===== config.mk =====
export PLATFORM = sky130hd
export DESIGN_NAME = hb_deadtime
export DESIGN_NICKNAME = d
export VERILOG_FILES = /design/src/rtl/hb_dt_pkg.sv /design/src/rtl/hb_glitch_filter.sv /design/src/rtl/hb_dt_counter.sv /design/src/rtl/hb_dt_sequencer.sv /design/src/rtl/hb_deadtime.sv
export SDC_FILE = /design/constraint.sdc
export NUM_CORES = 1
export LEC_CHECK = 0
export BUFFER_PORTS_ARGS = -buffer_cell sky130_fd_sc_hd__buf_2
export CAP_MARGIN = 20
export CORE_AREA = 2 2 44 46
export DETAILED_ROUTE_END_ITERATION = 10
export DIE_AREA = 0 0 46 48
export PLACE_DENSITY_LB_ADDON = 0.05
export SLEW_MARGIN = 0
export SYNTH_ARGS = -nofsm -noshare
export SYNTH_HDL_FRONTEND = slang
export SYNTH_SLANG_ARGS = --single-unit

===== constraint.sdc =====
create_clock -name clk -period 1.8 [get_ports clk]
set_clock_uncertainty 0.05 [all_clocks]
set_input_delay 0.09 -clock clk [delete_from_list [all_inputs] [get_ports clk]]
set_output_delay 0.09 -clock clk [all_outputs]
set_load 0.02 [all_outputs]

===== src/rtl/hb_dt_pkg.sv =====
// Shared types for the dead-time generator.
// Assumes: nothing beyond IEEE 1800-2017.
package hb_dt_pkg;
    // Sequencer phase: reload interval, count dead time, drive a side.
    typedef enum logic [1:0] {
        PH_LOAD  = 2'd0,
        PH_WAIT  = 2'd1,
        PH_DRIVE = 2'd2
    } phase_t;
endpackage


===== src/rtl/hb_glitch_filter.sv =====
// Minimum-width filter: the clean output takes a new level only after the
// raw input has held that level for MIN_W consecutive rising edges.
// Assumes: raw_in is synchronous to clk; MIN_W >= 1.
module hb_glitch_filter #(
    parameter int MIN_W = 3
) (
    input  logic clk,
    input  logic rst_n,
    input  logic raw_in,
    output logic clean_out
);
    localparam int CW = (MIN_W > 1) ? $clog2(MIN_W) : 1;

    generate
        if (MIN_W == 1) begin : g_pass
            // Purpose: register the input with no width check.
            always_ff @(posedge clk) begin
                if (!rst_n) clean_out <= 1'b0;
                else        clean_out <= raw_in;
            end
        end else begin : g_filt
            logic [CW-1:0] run_q;
            // Purpose: count the edges the input differs, commit at MIN_W.
            always_ff @(posedge clk) begin
                if (!rst_n) begin
                    run_q     <= '0;
                    clean_out <= 1'b0;
                end else if (raw_in == clean_out) begin
                    run_q <= '0;
                end else if (run_q == CW'(MIN_W - 1)) begin
                    run_q     <= '0;
                    clean_out <= raw_in;
                end else begin
                    run_q <= run_q + 1'b1;
                end
            end
        end
    endgenerate
endmodule


===== src/rtl/hb_dt_counter.sv =====
// Dead-time down-counter: loads a cycle count (0 taken as 1) and flags
// expiry while its value is 1.
// Assumes: load has priority over counting.
module hb_dt_counter #(
    parameter int DT_W = 8
) (
    input  logic            clk,
    input  logic            rst_n,
    input  logic            load,
    input  logic [DT_W-1:0] load_val,
    output logic            expire
);
    logic [DT_W-1:0] cnt_q;
    logic [DT_W-1:0] eff_val;

    // Purpose: clamp a zero request to one cycle.
    always_comb eff_val = (load_val == '0) ? DT_W'(1) : load_val;

    // Purpose: load on request, otherwise count down to zero.
    always_ff @(posedge clk) begin
        if (!rst_n)               cnt_q <= '0;
        else if (load)            cnt_q <= eff_val;
        else if (cnt_q != '0)     cnt_q <= cnt_q - 1'b1;
    end

    // Purpose: expiry indication for the sequencer.
    always_comb expire = (cnt_q == DT_W'(1));
endmodule


===== src/rtl/hb_dt_sequencer.sv =====
// Output sequencer: tracks the side that the filtered PWM selects, clears
// both drives on each change, and turns the selected side on after the
// counter expires. Blocking, and a reversal during the wait, restart the
// dead-time interval.
// Assumes: load drives the counter in the same cycle it is raised.
module hb_dt_sequencer
    import hb_dt_pkg::*;
(
    input  logic clk,
    input  logic rst_n,
    input  logic want_hi,
    input  logic blocked,
    input  logic expire,
    output logic load,
    output logic hs_q,
    output logic ls_q,
    output logic cancel_q
);
    phase_t phase_q;
    logic   side_q;
    logic   changed;

    // Purpose: detect a new target side.
    always_comb changed = (want_hi != side_q);

    // Purpose: start an interval on reload, or on any change of side.
    always_comb load = !blocked && ((phase_q == PH_LOAD) || changed);

    // Purpose: phase, side and drive registers.
    always_ff @(posedge clk) begin
        if (!rst_n) begin
            phase_q  <= PH_LOAD;
            side_q   <= 1'b0;
            hs_q     <= 1'b0;
            ls_q     <= 1'b0;
            cancel_q <= 1'b0;
        end else begin
            cancel_q <= 1'b0;
            if (blocked) begin
                phase_q <= PH_LOAD;
                hs_q    <= 1'b0;
                ls_q    <= 1'b0;
            end else begin
                case (phase_q)
                    PH_LOAD: begin
                        side_q  <= want_hi;
                        phase_q <= PH_WAIT;
                        hs_q    <= 1'b0;
                        ls_q    <= 1'b0;
                    end
                    PH_WAIT: begin
                        if (changed) begin
                            side_q   <= want_hi;
                            cancel_q <= 1'b1;
                        end else if (expire) begin
                            phase_q <= PH_DRIVE;
                            hs_q    <= side_q;
                            ls_q    <= !side_q;
                        end
                    end
                    default: begin
                        if (changed) begin
                            side_q  <= want_hi;
                            phase_q <= PH_WAIT;
                            hs_q    <= 1'b0;
                            ls_q    <= 1'b0;
                        end
                    end
                endcase
            end
        end
    end
endmodule


===== src/rtl/hb_deadtime.sv =====
// Complementary PWM dead-time generator top: filter, dead-time counter,
// sequencer, and an immediate blocking gate on the outputs.
// Assumes: all inputs synchronous to clk; dt_cycles counts clock cycles.
module hb_deadtime #(
    parameter int DT_W  = 8,
    parameter int MIN_W = 3
) (
    input  logic            clk,
    input  logic            rst_n,
    input  logic            pwm_in,
    input  logic [DT_W-1:0] dt_cycles,
    input  logic            gate_en,
    input  logic            disable_in,
    output logic            hs_out,
    output logic            ls_out,
    output logic            overlap_flag
);
    logic pwm_clean;
    logic blocked;
    logic dt_load;
    logic dt_expire;
    logic hs_q;
    logic ls_q;

    // Purpose: either blocking source stops the drives.
    always_comb blocked = disable_in || !gate_en;

    hb_glitch_filter #(.MIN_W(MIN_W)) u_filt (
        .clk       (clk),
        .rst_n     (rst_n),
        .raw_in    (pwm_in),
        .clean_out (pwm_clean)
    );

    hb_dt_counter #(.DT_W(DT_W)) u_cnt (
        .clk      (clk),
        .rst_n    (rst_n),
        .load     (dt_load),
        .load_val (dt_cycles),
        .expire   (dt_expire)
    );

    hb_dt_sequencer u_seq (
        .clk      (clk),
        .rst_n    (rst_n),
        .want_hi  (pwm_clean),
        .blocked  (blocked),
        .expire   (dt_expire),
        .load     (dt_load),
        .hs_q     (hs_q),
        .ls_q     (ls_q),
        .cancel_q (overlap_flag)
    );

    // Purpose: blocking forces the drives low without waiting for an edge.
    always_comb begin
        hs_out = hs_q && !blocked;
        ls_out = ls_q && !blocked;
    end
endmodule


==> run summary <==
Hold path cells -> 3
Vias -> 776
Clock latency on the worst-skew pair -> 0.29 ns
Syn nets -> 112
Antenna violations before repair -> 0
Layout cells sized above 1 -> 0.225
Synth Register Bits -> 17
Leakage -> 0.432 nW
Rel. slew slack -> 0.702
Core area -> 1690 sq um
Final worst-path cycle share -> 0.880
RePlAce Congestion -> 0.817
Switching share of power -> 0.368
Crit-path max FO -> 2
PwrDens -> 1230 nW/um^2
Die X -> 46 microns
Post-layout min period -> 1.58 ns
Initial DRC count -> 19
R2R cell count -> 4
RSZ-0062 raised after global routing -> false
Post-Synthesis Cell Area -> 885 sq um
Final WS setup -> 0.216 ns
Hold Vio Cnt, Final -> 0
Clk buf depth -> 2
# fillers -> 143
Setup TNS -> 0 ns
Synth async-reset ratio -> 0
Initial Utilization -> 0.524
IO Port Bufs -> 15
Clk slew on worst S/H paths -> 0.09 ns
Multi-input combinational cell area -> 520 sq um
Psw -> 0.000482 W
Number of buffers created by CTS -> 3
Final Net Count -> 138
Slew @ Worst Pin -> 0.445 ns
Endpoints failing setup -> 0
DRC violations left -> 0
Critical path class -> in -> reg
Non-Filler Instances -> 137
Final ANT Viol Nets -> 0
Io pins -> 16
Vias/cell -> 5.66
Hpwl dp -> 1250 microns
CTS Sinks -> 17
Yosys warning count -> 0
GRT Total Usage -> 0.188
Register area -> 340 sq um
Wirelength, routed -> 1730 microns
Remaining global-route overflow -> 0
Req. time, crit path -> 1.97 ns
Die footprint -> 2210 sq um
Clk pwr share -> 0.152
Mapped Cells -> 95
First-pass GRT wire length -> 2880 microns
Maxcap violations -> 0
Post-placement cell count -> 127
Final Max Tran Viols -> 0
Finished Cell Area -> 1070 sq um
CP Capture Type -> flip-flop
Vias in the first global route -> 703
Synth-to-Final Area Change -> 20.9%
Status -> complete, no violations
Register share of total power -> 0.419
# diodes -> 0
Fmax -> 0.631 GHz
EDFF count, synth -> 0
Sequential fraction of the synthesis area -> 0.385
Ys flop type -> dfxtp_1
First-pass DRT Iterations -> 5
CTS Root Cell -> clkbuf_4
CP arrival -> 1.76 ns
Mapped Avg Cell Area -> 9.31 sq um
Rows -> 15
Nature of the critical path startpoint -> input pin
Pre-CTS setup slack -> 0.291 ns
HP Class -> in -> reg
Largest net degree at the start of global routing -> 10
Netlist cell types -> 31
Avg WL per Cell -> 12.6 microns
Design Power -> 0.00131 W
CTS tree -> built
Power share of the combinational group -> 0.430
Internal power -> 0.000829 W
Die height -> 48 microns
Area after DPL -> 983 sq um
Worst VDD drop -> 0.684 mV
H-tree levels -> 1
==> critical path: stages <==
cell and delay [ns]:
dlygate4sd3_1 0.56, buf_2 0.14, or4_1 0.54, nor4_1 0.21
o31ai_1 0.10, a21oi_1 0.11
==> layout make-up <==
cell class | count | share of cell area
inverters | 5 | 0.0175
flip-flops and latches | 17 | 0.318
multi-input cells | 72 | 0.487
repair buffers | 22 | 0.133
well taps | 17 | 0.0199
clock buffers | 4 | 0.0246
==> path summary, 6_finish.rpt <==
check	startpoint	end	slack [ns]
max	dt_cycles[5]	u_cnt.cnt_q[0]$_SDFFE_PN0P_	0.22
max reg2reg	u_filt.clean_out$_SDFFE_PN0P_	u_cnt.cnt_q[7]$_SDFFE_PN0P_	0.26
min	pwm_in	u_filt.clean_out$_SDFFE_PN0P_	0.02
min reg2reg	u_filt.g_filt.run_q[0]$_SDFF_PP0_	u_filt.g_filt.run_q[0]$_SDFF_PP0_	0.38
==> power groups by stage <==
stage | registers [W] | clock network [W] | logic, W
floorplan | 0.000538 | 0 | 0.000467
global placement | 0.000554 | 0 | 0.000543
detailed placement | 0.000553 | 0 | 0.000548
CTS | 0.000547 | 0.000206 | 0.000562
global route | 0.000562 | 0.000232 | 0.000628
finish | 0.000549 | 0.000199 | 0.000563
==> cell usage in the layout (no fill, tap or decap) <==
cell type      count
a211oi_1           1
or4_1              1
xor2_1             3
nor3_1             3
o2bb2ai_1          6
nand4_1            2
mux2_4             1
buf_2             15
clkbuf_4           3
clkbuf_1           1
dlygate4sd3_1      6
inv_1              5
nand3_1            3
nand4b_1           1
nand2_1            6
buf_4              1
mux2i_1            1
nor4_4             1
nand2b_1           2
ha_1               4
nor2b_1            2
dfxtp_1           17
and2_1             2
nand3_2            1
o21ai_2            3
a21oi_1            3
o22ai_2            1
or3_1              1
xnor2_1            7
nand3b_1           1
nor2_1            11
o31ai_1            1
or3_4              1
nor4_1             2
nor3b_1            1
==> registers in the layout, indices dropped and copies added (netlist names) <==
register             cells
u_filt.clean_out         1
u_seq.hs_q               1
u_seq.cancel_q           1
u_seq.phase_q            2
u_filt.g_filt.run_q      2
u_cnt.cnt_q              8
u_seq.side_q             1
u_seq.ls_q               1
==> synth_stat cells, types with 2 or more instances <==
cell       number  area share
xor2_1          3       0.030
nor3_1          3       0.017
ha_1            4       0.057
a21oi_1         3       0.017
nor4_1          2       0.014
inv_1           5       0.021
o2bb2ai_1       6       0.059
nand4_1         2       0.014
o21ai_2         3       0.030
xnor2_1         7       0.069
nor2b_1         2       0.014
nand2_1         6       0.025
nand2b_1        2       0.014
dfxtp_1        17        0.38
nor2_1         11       0.047
nand3_1         3       0.017
and2_1          2       0.014
==> metrics by stage <==
stage / hold WS, ns / utilization
final: 0.0154 / 0.633
after global routing: 0.0209 / 0.633
after CTS: 0.0215 / 0.633
after detailed placement: 0.261 / 0.582
after global placement: 0.254 / 0.582
after floorplan: 0.157 / -
==> kinds of logic (layout without fill, tap and decap cells) <==
family / after synthesis / count (layout) / synth area share
buffers and inverters: 6 / 31 / 0.0269
DFF: 17 / 17 / 0.385
and+or+nand+nor: 41 / 41 / 0.267
xor gates and xnor gates: 10 / 10 / 0.0990
muxes: 2 / 2 / 0.0283
AOI/OAI and AO/OA: 15 / 15 / 0.137
adders and majority gates: 4 / 4 / 0.0566
==> layer usage <==
metal	global-route usage	vias to the layer above	routed length, microns
met5	0	-	0
met4	0.114	0	12
met3	0.0491	2	81
met2	0.317	32	870
met1	0.214	355	768
li1	-	387	-
==> timing repair <==
item / 4_1_cts / 5_1_grt
hold buffers: 6 / 0
endpoints found under the hold margin: 6 / 0
buffers inserted: 0 / 0
resized for setup: 0 / 0
(Power assumes the default switching activity.)
